### config.mk
export PLATFORM = sky130hd
export DESIGN_NAME = pctl_top
export DESIGN_NICKNAME = d
export VERILOG_FILES = /design/src/rtl/pctl_pkg.sv /design/src/rtl/pctl_reg.sv /design/src/rtl/pctl_nmi_det.sv /design/src/rtl/pctl_pinmux.sv /design/src/rtl/pctl_top.sv
export SDC_FILE = /design/constraint.sdc
export NUM_CORES = 1
export LEC_CHECK = 0
export BUFFER_PORTS_ARGS = -buffer_cell sky130_fd_sc_hd__buf_2
export CORE_ASPECT_RATIO = 0.8
export CORE_MARGIN = 2
export CORE_UTILIZATION = 28
export CTS_CLUSTER_DIAMETER = 80
export DETAILED_ROUTE_END_ITERATION = 7
export GPL_ROUTABILITY_DRIVEN = 0
export PLACE_DENSITY = 0.74
export SYNTH_ARGS = -nofsm -noshare
export SYNTH_HDL_FRONTEND = slang
export SYNTH_SLANG_ARGS = --single-unit
### constraint.sdc
create_clock -name clk -period 1.1 [get_ports clk]
set_input_delay 0.055 -clock clk [delete_from_list [all_inputs] [get_ports clk]]
set_output_delay 0.055 -clock clk [all_outputs]
set_load 0.05 [all_outputs]
### src/rtl/pctl_pkg.sv
package pctl_pkg;

    localparam int          CTL_W   = 8;
    localparam logic [7:0]  CTL_RST = 8'h87;

    typedef struct packed {
        logic       rsv_one;
        logic       irq1_en;
        logic       irq0_en;
        logic       nmi_rise;
        logic       brel_en;
        logic [2:0] spare;
    } ctl_t;

    typedef struct packed {
        logic breq_n;
        logic irq1_n;
        logic irq0_n;
    } req_t;

    function automatic logic is_expanded(input logic [2:0] mode);
        return (mode >= 3'd1) && (mode <= 3'd4);
    endfunction

    function automatic ctl_t fold_write(input logic [7:0] wd);
        return ctl_t'({1'b1, wd[CTL_W-2:0]});
    endfunction

endpackage

### src/rtl/pctl_reg.sv
module pctl_reg
    import pctl_pkg::*;
(
    input  logic       clk,
    input  logic       rst,
    input  logic       hw_stby,
    input  logic       sw_stby,
    input  logic       wr_en,
    input  logic [7:0] wdata,
    output ctl_t       ctl,
    output logic [7:0] rdata
);

    ctl_t q;

    always_ff @(posedge clk) begin
        if (rst || hw_stby) begin
            q <= ctl_t'(CTL_RST);
        end else if (wr_en && !sw_stby) begin
            q <= fold_write(wdata);
        end
    end

    assign ctl   = q;
    assign rdata = q;


    hw_load_chk: assert property (@(posedge clk) disable iff (rst)
        hw_stby |=> (q == ctl_t'(CTL_RST)));


    sw_hold_chk: assert property (@(posedge clk) disable iff (rst)
        (sw_stby && !hw_stby) |=> $stable(q));


    rsv_one_chk: assert property (@(posedge clk) disable iff (rst)
        (wr_en && !wdata[7]) |=> q.rsv_one);

endmodule

### src/rtl/pctl_nmi_det.sv
module pctl_nmi_det #(
    parameter int STAGES = 2
) (
    input  logic clk,
    input  logic rst,
    input  logic pin,
    input  logic rise_sel,
    output logic req
);

    logic [STAGES-1:0] sync_q;
    logic              prev_q;
    logic              cur;

    always_ff @(posedge clk) begin
        if (rst) begin
            sync_q <= '0;
            prev_q <= 1'b0;
        end else begin
            sync_q <= {sync_q[STAGES-2:0], pin};
            prev_q <= sync_q[STAGES-1];
        end
    end

    assign cur = sync_q[STAGES-1];
    assign req = rise_sel ? (cur & ~prev_q) : (~cur & prev_q);


    one_pulse_chk: assert property (@(posedge clk) disable iff (rst)
        req |=> !req || $changed(rise_sel));

endmodule

### src/rtl/pctl_pinmux.sv
module pctl_pinmux
    import pctl_pkg::*;
#(
    parameter int PORT_W   = 8,
    parameter int IRQ0_PIN = 5,
    parameter int IRQ1_PIN = 6,
    parameter int BREQ_PIN = 3,
    parameter int BACK_PIN = 2
) (
    input  ctl_t              ctl,
    input  logic              expanded,
    input  logic              bus_ack_n,
    input  logic [PORT_W-1:0] pin_in,
    input  logic [PORT_W-1:0] ddr,
    input  logic [PORT_W-1:0] dout,
    output logic [PORT_W-1:0] pin_oe,
    output logic [PORT_W-1:0] pin_out,
    output req_t              req
);

    logic bus_act;
    assign bus_act = ctl.brel_en & expanded;

    for (genvar i = 0; i < PORT_W; i++) begin : g_pin
        logic oe_b;
        logic out_b;
        always_comb begin
            oe_b  = ddr[i];
            out_b = dout[i];
            if (i == IRQ1_PIN && ctl.irq1_en) oe_b = 1'b0;
            if (i == IRQ0_PIN && ctl.irq0_en) oe_b = 1'b0;
            if (i == BREQ_PIN && bus_act)     oe_b = 1'b0;
            if (i == BACK_PIN && bus_act) begin
                oe_b  = 1'b1;
                out_b = bus_ack_n;
            end
        end
        assign pin_oe[i]  = oe_b;
        assign pin_out[i] = out_b;
    end

    always_comb begin
        req.irq1_n = ctl.irq1_en ? pin_in[IRQ1_PIN] : 1'b1;
        req.irq0_n = ctl.irq0_en ? pin_in[IRQ0_PIN] : 1'b1;
        req.breq_n = bus_act     ? pin_in[BREQ_PIN] : 1'b1;
    end

endmodule

### src/rtl/pctl_top.sv
module pctl_top
    import pctl_pkg::*;
#(
    parameter int PORT_W      = 8,
    parameter int IRQ0_PIN    = 5,
    parameter int IRQ1_PIN    = 6,
    parameter int BREQ_PIN    = 3,
    parameter int BACK_PIN    = 2,
    parameter int SYNC_STAGES = 2
) (
    input  logic              clk,
    input  logic              rst,
    input  logic              hw_stby,
    input  logic              sw_stby,
    input  logic [2:0]        op_mode,
    input  logic              cpu_wr,
    input  logic [7:0]        cpu_wdata,
    output logic [7:0]        cpu_rdata,
    input  logic [PORT_W-1:0] pin_in,
    input  logic [PORT_W-1:0] ddr,
    input  logic [PORT_W-1:0] dout,
    output logic [PORT_W-1:0] pin_oe,
    output logic [PORT_W-1:0] pin_out,
    output logic [PORT_W-1:0] port_rd,
    input  logic              nmi_pin,
    input  logic              bus_ack_n,
    output logic              irq0_n,
    output logic              irq1_n,
    output logic              breq_n,
    output logic              nmi_req
);

    ctl_t ctl;
    req_t req;
    logic expanded;

    assign expanded = is_expanded(op_mode);

    pctl_reg u_reg (
        .clk     (clk),
        .rst     (rst),
        .hw_stby (hw_stby),
        .sw_stby (sw_stby),
        .wr_en   (cpu_wr),
        .wdata   (cpu_wdata),
        .ctl     (ctl),
        .rdata   (cpu_rdata)
    );

    pctl_nmi_det #(.STAGES(SYNC_STAGES)) u_nmi (
        .clk      (clk),
        .rst      (rst),
        .pin      (nmi_pin),
        .rise_sel (ctl.nmi_rise),
        .req      (nmi_req)
    );

    pctl_pinmux #(
        .PORT_W   (PORT_W),
        .IRQ0_PIN (IRQ0_PIN),
        .IRQ1_PIN (IRQ1_PIN),
        .BREQ_PIN (BREQ_PIN),
        .BACK_PIN (BACK_PIN)
    ) u_mux (
        .ctl       (ctl),
        .expanded  (expanded),
        .bus_ack_n (bus_ack_n),
        .pin_in    (pin_in),
        .ddr       (ddr),
        .dout      (dout),
        .pin_oe    (pin_oe),
        .pin_out   (pin_out),
        .req       (req)
    );

    assign irq0_n  = req.irq0_n;
    assign irq1_n  = req.irq1_n;
    assign breq_n  = req.breq_n;
    assign port_rd = pin_in;


    single_chip_breq_chk: assert property (@(posedge clk) disable iff (rst)
        !expanded |-> breq_n);


    irq1_drv_off_chk: assert property (@(posedge clk) disable iff (rst)
        !irq1_n |-> cpu_rdata[6]);

endmodule

# After elaboration in Yosys (flattened, before gate mapping)
# Cells that the tools add are included.
dict set report classes {
  reduce_logical 4
  bitwise_logic 5
  muxes 9
  order_cmp 2
}
# operator count
set op_table {}
lappend op_table {{2-to-1 mux 1 bit} 9}
lappend op_table {{AND 1 bit} 3}
lappend op_table {{greater-or-equal comparator 3 x 1 -> 1 bit, second input constant} 1}
lappend op_table {{less-or-equal comparator 3 bit, second input constant} 1}
lappend op_table {{logical AND 1 bit} 2}
lappend op_table {{NOT 1 bit} 2}
lappend op_table {{zero test 1 bit} 1}
lappend op_table {{logical OR 1 bit} 1}
dict set report word_totals {
  in_bits 42
  regBits 10
  word_cells 27
  output_inout_bits 36
}

# Longest topological paths before layout
# Gate-level depths: netlist of run 1.
dict set report depth {
  depth_word 4
  mapped_depth 4
  ltp_nobuf 3
}

# Cells and area by module
# Synthesis of run 1 repeated with hierarchy kept, for this count alone.
dict set report unflattened {
  cells_unflattened 86
  area_unflattened_um2 686.9
}
# module area_per_inst_um2 seq_area_each_um2 n_inst cells_per_inst
set modules_own_cells {}
lappend modules_own_cells {pctl_reg 324.1 140.1 1 42}
lappend modules_own_cells {pctl_pinmux 186.4 0.0 1 25}
lappend modules_own_cells {pctl_nmi_det 101.3 60.1 1 9}
lappend modules_own_cells {pctl_top 75.1 0.0 1 10}

# Worst setup path before layout of run 1
# Ideal clock, no wire load.
dict set report synth_timing {
  path_type {reg2out}
  start {reg u_nmi.sync_q[1]}
  end {out nmi_req}
  required_ns 1.045
  slack_ns -0.462
  n_path_buf 0
  path_stages_with_launch 3
  arrival_time_ns 1.507
  cell_sequence {dfxtp_1 nand2b_1 o21ai_0}
}
dict set report synth_between {
  elab_chain_cells 3
  word_cells_on_any_way 4
  classes_between {1 x mux; 3 x bitwise}
}
# element line
set synth_rtl {}
lappend synth_rtl {{start, declared} pctl_nmi_det.sv:11} ;# logic [STAGES-1:0] sync_q;
lappend synth_rtl {{start signal, assigned} pctl_nmi_det.sv:20} ;# sync_q <= {sync_q[STAGES-2:0], pin};
lappend synth_rtl {{NOT 1 bit} pctl_nmi_det.sv:26} ;# assign req = rise_sel ? (cur & ~prev_q) : (~cur & prev_q);
lappend synth_rtl {{AND 1 bit} pctl_nmi_det.sv:26}
lappend synth_rtl {{2-to-1 mux 1 bit *} pctl_nmi_det.sv:26}
lappend synth_rtl {{end, declared} pctl_top.sv:30} ;# output logic nmi_req
# Mark *: on every way between the ends. The rest lies on a longest branch, timed or not.

# Worst setup path in the final report of run 1
dict set report layout_timing {
  start {reg u_reg.q (netlist bit u_reg.ctl[3])}
  end {out pin_out[2]}
}
dict set report layout_between {
  elab_chain_cells 2
}
# element line
set layout_rtl {}
lappend layout_rtl {{start, declared} pctl_reg.sv:14} ;# ctl_t q;
lappend layout_rtl {{start signal, assigned} pctl_reg.sv:18} ;# q <= ctl_t'(CTL_RST);
lappend layout_rtl {{start signal, assigned} pctl_reg.sv:20} ;# q <= fold_write(wdata);
lappend layout_rtl {{AND 1 bit} pctl_pinmux.sv:22} ;# assign bus_act = ctl.brel_en & expanded;
lappend layout_rtl {{2-to-1 mux 1 bit} pctl_pinmux.sv:33} ;# if (i == BACK_PIN && bus_act) begin
lappend layout_rtl {{end, declared} pctl_top.sv:23} ;# output logic [PORT_W-1:0] pin_out,
# Every way passes these cells.

==> reports/qor.yml, run 1 <==
ys_ff_latch: 10
grt_pass1_wl_um: 1869
hold_viol_final: 0
io_pins: 78
setup_slack_ns: -0.2097
grt_antenna_before_repair: 0
p_leak_nw: 0.3918
avgSynthCellArea_um2: 7.998
yosysWarnings: 0
drt_pass1_iterations: 2
clkTransAtPathRegs_ns: 0.06
cts_buffers: 3
slowest_stage: "dfxtp_4"
fillCellCount: 234
rsz0062_at_grt: "yes"
die_area_um2: 2655
n_antenna_cell: 0
synth-seq-area-share_pct: 31.68
synth_nets: 121
finalWirelength_um: 1259
wl_per_cell_um: 9.760
vias: 546
crit_chain: "and3_4 -> mux2_4 -> buf_8"
synthDistinctLibCells: 17
cp.arrival_ns: 1.25
final_util_pct: 38.01
cts_max_path_buffers: 2
syn-instance-count: 79
cts.sinks: 10
cts_tree: "done"
drv_slew: 0
track_usage_pct: 9.262
grt_max_degree: 8
pre_cts_ws_ns: -0.1676
ir_worst_vdd_mv: 0.7242
io_buffers: 43
min_period_ns: 1.310
violations: "setup timing"
powerDensity_nw_per_um2: 1155
layout-drive-gt1-share_pct: 56.73
worstSkewPairLatency_ns: 0.26
finalClockSkew_ns: 0.00008374
drtAntennaViolNets: 0
status: "finished, violations left"
initial_core_util_pct: 29.53
grt_pass1_vias: 465
overflow: 0
cp_top_family: "flip-flops"
path_max_fanout: 4
cap_violations: 0
start_kind: "flop"
path_buf_inv: 1
cp-end-kind: "output port"
max_stage_delay_ns: 0.35
fmax_mhz: 763.6
hold_class: "in -> reg"
synthesis.area_um2: 631.9
power_w: 0.0009391
core_um2: 2140
setup_viol: 4
fin_nets: 147
syn2layout_area_growth_pct: 28.71
fin_crit_sh_pct: 119.1
drc: 0
die_y_um: 46.49
htreeDepth: 1
drt-initial-drc-count: 3
required_ns: 1.04
crit_type: "reg -> out"
cts_root_buf: "clkbuf_4"
rows: 15
vias_per_cell: 4.233
fp.dieW_um: 57.11
[logic make-up after synthesis]
logic type / count (synthesis) / share of synthesized area [%]
compound gates: 6 / 4.753
buf+inv: 26 / 30.89
flops: 10 / 31.68
mux: 1 / 2.376
other cells: 1 / 0.5935
simple gates: 35 / 29.70
[stage by stage]
stage | setup TNS [ns] | instances | cell area (um2) | hold slack, ns
5_1_grt | -0.8021 | 129 | 813.3 | 0.01487
6_report | -0.6269 | 129 | 813.3 | 0.006911
2_1_floorplan | -0.03946 | 79 | 648.1 | 0.1266
3_3_place_gp | -0.3807 | 121 | 695.7 | 0.1103
4_1_cts | -0.6775 | 128 | 790.8 | 0.0006029
3_5_place_dp | -0.5075 | 121 | 695.7 | 0.1103
[placed cells by master, fill, tap and decap left out, types with 2 or more instances in the layout]
| master | netlist | layout |
|---|---|---|
| buf_2 | 0 | 38 |
| nand2_1 | 14 | 14 |
| dfxtp_1 | 10 | 8 |
| nor2b_1 | 6 | 6 |
| a21oi_1 | 4 | 4 |
| buf_6 | 0 | 4 |
| nand3_1 | 3 | 3 |
| clkbuf_4 | 0 | 3 |
| dlygate4sd3_1 | 0 | 3 |
| nand2b_2 | 0 | 2 |
| or2_2 | 2 | 2 |
[sequential cells by signal, indices dropped and copies added (netlist names)]
signal / flops
u_reg.ctl: 7
u_nmi.sync_q: 2
u_nmi.prev_q: 1
[final timing paths]
path | cells after the start | slack (ns) | endpoint | startpoint
max | 3 | -0.21 | pin_out[2] | u_reg.ctl[3]
min | 3 | 0.007 | u_reg.ctl[0] | cpu_wdata[0]
max reg2reg | 3 | 0.41 | u_reg.ctl[3] | u_reg.ctl[3]
min reg2reg | 1 | 0.43 | u_nmi.sync_q[1] | u_nmi.sync_q[0]
[Yosys cell counts]
cell	instances	area [um2]
buf_4	26	195.2
nand2_1	14	52.55
dfxtp_1	10	200.2
nor2b_1	6	37.54
a21oi_1	4	20.02
nand2b_1	4	25.02
nand3_1	3	15.01
o21ai_0	2	10.01
or2_2	2	12.51
and2b_2	1	8.760
and3_4	1	11.26
conb_1	1	3.750
mux2_4	1	15.01
nand3b_1	1	7.510
nor2_1	1	3.750
or2b_1	1	7.510
or3_1	1	6.260
[report_power, final]
group          switching [W]  total [W]  internal (W)
sequential        0.00000712   0.000379      0.000372
clock               0.000119   0.000320      0.000201
combinational       0.000148   0.000240     0.0000923
total               0.000274   0.000939      0.000665
[final cells by class]
cell class | instances | area [um2] | area share (%)
sequential | 10 | 205.2 | 25.23
clock buffer | 4 | 36.28 | 4.462
timing repair buffer | 47 | 287.8 | 35.38
multi-input combinational | 43 | 252.7 | 31.08
tap | 25 | 31.28 | 3.846
[tightest hold or removal path, stage by stage]
cell and delay (ns):
buf_2 0.07, nand2_1 0.04, nand3_1 0.07
[repair_timing]
| item | 4_1_cts | 5_1_grt |
|---|---|---|
| cloned | 0 | 0 |
| gates resized for setup | 10 | 3 |
| setup buffers | 1 | 0 |
| pin swaps | 0 | 1 |
| hold endpoints to repair | 2 | 2 |
| hold buffers | 2 | 1 |
| setup endpoints to repair | 5 | 5 |
[layer usage]
layer / routed length, um / global-route usage, % / vias up
met3: 152 / 3.933 / 10
met1: 457 / 9.715 / 229
li1: - / - / 272
met5: 0 / 0 / -
met4: 39 / 7.442 / 0
met2: 609 / 14.94 / 35
Power figures use the tool's default switching activity.
==> run 2, diff against run 1 <==
--- a/config.mk
+++ b/config.mk
@@ -18 +18,2 @@
 export SYNTH_SLANG_ARGS = --single-unit
+export TNS_END_PERCENT = 1
==> constraint.sdc (replaced) <==
create_clock -name clk -period 1.1 [get_ports clk]
set_input_delay 0.165 -clock clk [delete_from_list [all_inputs] [get_ports clk]]
set_output_delay 0.165 -clock clk [all_outputs]
set_load 0.05 [all_outputs]
==> reports/qor.yml, run 2 (synthesis gave the netlist of run 1 again) <==
io_pins: 78  # unchanged
cts_root_buf: "clkbuf_4"
route.met2.wl_um: 636  # +4.4%
layout-drive-gt1-share_pct: 56.86  # +0.13 points
ir_worst_vdd_mv: 0.5585  # -23%
syn2layout_area_growth_pct: 28.51
finalWirelength_um: 1297  # +3.0%
holdPathStages: 3  # unchanged
die_y_um: 46.49  # unchanged
grt_antenna_before_repair: 0  # unchanged
start_kind: "input port"
drt_pass1_iterations: 4  # +2
vias: 530  # -2.9%
rows: 15  # unchanged
largest_reg_flops: 7  # unchanged
core_um2: 2140  # unchanged
drt-met1-wl_um: 448  # -2.0%
grt_max_degree: 8  # unchanged
fin_nets: 145  # -1.4%
top_layer: "met4"
mostFrequentLayoutCells: "29 x buf_2, 14 x nand2_1, 8 x buf_4"
hold_class: "in -> reg"
startpoint: "op_mode[2]"
cp.arrival_ns: 1.26  # about the same
hold_buffers: 0  # -2
cts_setup_buffers: 0  # -1
power_switching_w: 0.0002758  # +0.53%
worstSkewPairLatency_ns: 0.26  # about the same
drtAntennaViolNets: 0  # unchanged
finalClockSkew_ns: 0.0002220  # +0.0001383 ns
fin_crit_sh_pct: 129.5  # +10 points
seq_area_um2: 206.4  # +0.61%
grt_pass1_vias: 467  # +0.43%
initial_core_util_pct: 29.53  # unchanged
drv_slew: 0  # unchanged
powerDensity_nw_per_um2: 1161  # +0.58%
fmax_mhz: 701.9  # -8.1%
clkPwrFrac_pct: 34.2  # about the same
setup_slack_ns: -0.3247  # -0.1151 ns
power_w: 0.0009431  # +0.42%
dp_hpwl_um: 1092
hold_viol_final: 0  # unchanged
track_usage_pct: 9.734  # +0.47 points
wl_per_cell_um: 10.21  # +4.6%
n_antenna_cell: 0  # unchanged
min_period_ns: 1.425  # +0.1151 ns
io_buffers: 43  # unchanged
status: "finished, violations left"
p_leak_nw: 0.3898  # -0.52%
final_area_um2: 812.0  # -0.15%
final_common_cell: "buf_2"
cp-end-kind: "output port"
finalNonFillerCells: 127  # -1.6%
htreeDepth: 1  # unchanged
path_max_fanout: 4  # unchanged
r2r_cells: 3  # unchanged
power.internal_w: 0.0006673  # +0.38%
cts_buffers: 3  # unchanged
clkTransAtPathRegs_ns: 0.06  # about the same
swShare_pct: 29.25  # +0.032 points
placed_area_um2: 701.9  # +0.90%
required_ns: 0.94  # -0.10 ns
place_inst: 123  # +1.7%
p_seq_share_pct: 40.1  # -0.2 points
cts.sinks: 10  # unchanged
crit_type: "in -> out"
die_area_um2: 2655  # unchanged
vias_per_cell: 4.173  # -1.4%
cap_violations: 0  # unchanged
rsz0062_at_grt: "yes"
setup_viol: 5  # +1
fillCellCount: 244  # +4.3%
cts_max_path_buffers: 2  # unchanged
combPwrFrac_pct: 25.7  # about the same
fp.dieW_um: 57.11  # unchanged
dr_wl_met3_um: 190  # +25%
whs_ns: 0.1111  # +0.1042 ns
drt-initial-drc-count: 6  # +3
hp-start: "cpu_wdata[0]"
violations: "setup timing"
cts_tree: "done"
overflow: 0  # unchanged
r2r-start: "u_reg.ctl[3]"
drc: 0  # unchanged
grt_pass1_wl_um: 1904  # +1.9%
multi_input_area_um2: 239.0  # -5.4%
==> run 2: power groups by stage <==
stage / Sequential [W] / Combinational [W] / Clock [W]
6_report: 0.000378 / 0.000243 / 0.000322
4_1_cts: 0.000378 / 0.000238 / 0.000337
3_5_place_dp: 0.000386 / 0.000221 / 0
5_1_grt: 0.000380 / 0.000259 / 0.000368
2_1_floorplan: 0.000406 / 0.000309 / 0
3_3_place_gp: 0.000385 / 0.000216 / 0
==> run 2: timing repair <==
item	CTS	global route
gates cloned	0	0
gates resized for setup	17	9
endpoints found under the setup margin	12	12
pin swaps	1	2
==> run 2: layout make-up <==
| cell class | instances | area share [%] |
|---|---|---|
| repair buffers | 45 | 36.83 |
| flip-flops and latches | 10 | 25.42 |
| clock buffers | 4 | 4.468 |
| multi-input cells | 43 | 29.43 |
| well taps | 25 | 3.852 |
==> run 2: final timing paths <==
check	to	slack, ns
hold / removal	u_reg.ctl[0]	0.11
setup reg to reg	u_reg.ctl[3]	0.41
hold reg to reg	u_nmi.sync_q[1]	0.43
setup / recovery	pin_out[2]	-0.32
==> run 2: per-layer routing <==
metal / vias up / track usage (%)
met1: 218 / 9.015
met3: 8 / 5.337
li1: 270 / -
met2: 34 / 16.32
met4: 0 / 7.907
met5: - / 0
==> run 2: through the flow <==
stage	setup TNS [ns]	utilization [%]	worst slack (ns)
after floorplan	-1.188	-	-0.2009
after global placement	-1.269	32.81	-0.3611
after detailed placement	-1.382	32.81	-0.3863
after CTS	-1.286	36.78	-0.3360
after global routing	-1.496	37.95	-0.3666
final	-1.208	37.95	-0.3247
==> run 2: critical path: stages <==
cell and delay (ns):
buf_6 0.09, or3_1 0.36, and3_4 0.19, mux2_4 0.30
buf_8 0.15
==> run 3, diff against run 2 <==
Settings changed: BUFFER_PORTS_ARGS -buffer_cell sky130_fd_sc_hd__buf_2 to not set, CORE_AREA set to 2 2 39 41, CORE_ASPECT_RATIO 0.8 to not set, CORE_MARGIN 2 to not set, CORE_UTILIZATION 28 to not set, DIE_AREA set to 0 0 41 43, DONT_BUFFER_PORTS set to 1, PLACE_DENSITY 0.74 to not set.
==> reports/qor.yml, run 3 (synthesis gave the netlist of run 1 again) <==
status: "finished, violations left"
violations: "setup timing"
grt_antenna_before_repair: 0  # unchanged
track_usage_pct: 12.40  # +2.7 points
mostFrequentLayoutCells: "14 x nand2_1, 11 x buf_4, 7 x dfxtp_1"
largest_reg_flops: 7  # unchanged
grt_pass1_vias: 371  # -21%
cp.arrival_ns: 1.21  # -0.05 ns
max_stage_delay_ns: 0.34  # -0.02 ns
layout-drive-gt1-share_pct: 37.50  # -19 points
grt_max_degree: 8  # unchanged
route.met2.wl_um: 478  # -25%
vias_per_cell: 5.136  # +23%
setup_slack_ns: -0.2770  # +0.04776 ns
grt_pass1_wl_um: 1442  # -24%
dr_wl_met3_um: 167  # -12%
drt-met1-wl_um: 342  # -24%
final_common_cell: "nand2_1"
die_area_um2: 1763  # -34%
die_y_um: 43  # -7.5%
finalWirelength_um: 1033  # -20%
fillCellCount: 141  # -42%
fp.dieW_um: 41  # -28%
cts_tree: "done"
p_leak_nw: 0.2677  # -31%
wl_per_cell_um: 11.74  # +15%
cp-end-kind: "output port"
fin_nets: 115  # -21%
io_buffers: 0  # -100%
cts_root_buf: "clkbuf_4"
power_w: 0.0008009  # -15%
seq_area_um2: 206.4  # unchanged
worstSkewPairLatency_ns: 0.26  # about the same
cts_max_path_buffers: 2  # unchanged
powerDensity_nw_per_um2: 1253  # +7.9%
drt-initial-drc-count: 1  # -5
drc: 0  # unchanged
hold_class: "in -> reg"
cap_violations: 0  # unchanged
fin_crit_sh_pct: 125.2  # -4.3 points
ir_worst_vdd_mv: 0.6357  # +14%
cts_setup_buffers: 0  # unchanged
core_um2: 1384  # -35%
htreeDepth: 1  # unchanged
start_kind: "flop"
drtAntennaViolNets: 0  # unchanged
path_buf_inv: 1  # -1
rsz0062_at_grt: "yes"
finalClockSkew_ns: 0.0002006  # -0.00002134 ns
drv_slew: 0  # unchanged
clkTransAtPathRegs_ns: 0.07  # about the same
finalSetupTns_ns: -1.021  # +0.1866 ns
required_ns: 0.94  # about the same
syn2layout_area_growth_pct: 1.188
final_area_um2: 639.4  # -21%
crit_chain: "and3_4 -> or2b_1 -> buf_12"
min_period_ns: 1.377  # -0.04776 ns
initial_core_util_pct: 45.66  # +16 points
path_max_fanout: 4  # unchanged
crit_type: "reg -> out"
top_layer: "met4"
hold_viol_final: 0  # unchanged
io_pins: 78  # unchanged
dp_hpwl_um: 832.3  # -24%
final_util_pct: 46.20  # +8.2 points
drt_pass1_iterations: 4  # unchanged
overflow: 0  # unchanged
multi_input_area_um2: 242.7  # +1.6%
rows: 14  # -1
cts_buffers: 3  # unchanged
cts.sinks: 10  # unchanged
vias: 452  # -15%
fmax_mhz: 726.2  # +3.5%
cp_top_family: "simple AND/OR/NAND/NOR gates"
n_antenna_cell: 0  # unchanged
setup_viol: 5  # unchanged
slowest_stage: "dfxtp_4"
placed_area_um2: 590.6  # -16%
==> run 3: changes by cell type in the layout (fill, tap and decap cells not counted), sizes merged <==
cell,change
dlygate4sd3,+1
buf,-31
==> run 3: area by class of cell <==
class                           count  share of cell area (%)
Multi-Input combinational cell     43                   37.96
Sequential cell                    10                   32.29
Tap cell                           16                   3.131
Timing Repair Buffer               15                   22.50
Clock buffer                        4                   4.110
==> run 3: final timing paths <==
check	slack, ns	cells past startpoint	endpoint	from
min	0.02	2	u_reg.ctl[0]	cpu_wdata[0]
min reg2reg	0.45	1	u_nmi.sync_q[1]	u_nmi.sync_q[0]
max reg2reg	0.30	3	u_reg.ctl[3]	u_reg.ctl[3]
max	-0.28	3	breq_n	u_reg.ctl[3]
==> run 3: routing by layer <==
metal | up-vias | global-route usage [%]
li1 | 211 | -
met1 | 190 | 13.03
met2 | 40 | 16.56
met3 | 11 | 5.759
met4 | 0 | 12.67
met5 | - | 0
==> run 3: timing repair <==
action / 4_1_cts / 5_1_grt
hold buffers: 1 / 0
endpoints found under the setup margin: 6 / 9
gates resized for setup: 1 / 4
hold endpoints to repair: 3 / 0
==> run 3: report_power, final <==
part / internal (W) / switching (W) / leakage (nW)
Combinational: 0.0000524 / 0.000110 / 0.169
Sequential: 0.000372 / 0.00000565 / 0.0834
Clock: 0.000140 / 0.000121 / 0.0150
Total: 0.000564 / 0.000237 / 0.268
==> run 3: per-stage QoR <==
| step | instances | worst slack, ns | hold WS, ns |
|---|---|---|---|
| after global routing | 88 | -0.3275 | 0.008946 |
| final | 88 | -0.2770 | 0.01639 |
| after floorplan | 79 | -0.2009 | 0.2366 |
| after detailed placement | 83 | -0.1847 | 0.2395 |
| after CTS | 88 | -0.2970 | 0.006757 |
| after global placement | 83 | -0.1740 | 0.2370 |
==> run 3: worst register-to-register path: cells and delay by family, from the launching register on <==
family                 cells  cell delay (ns)
buffers and inverters      1             0.19
AOI/OAI and AO/OA          1             0.13
DFF                        1             0.34
and+or+nand+nor            1             0.07
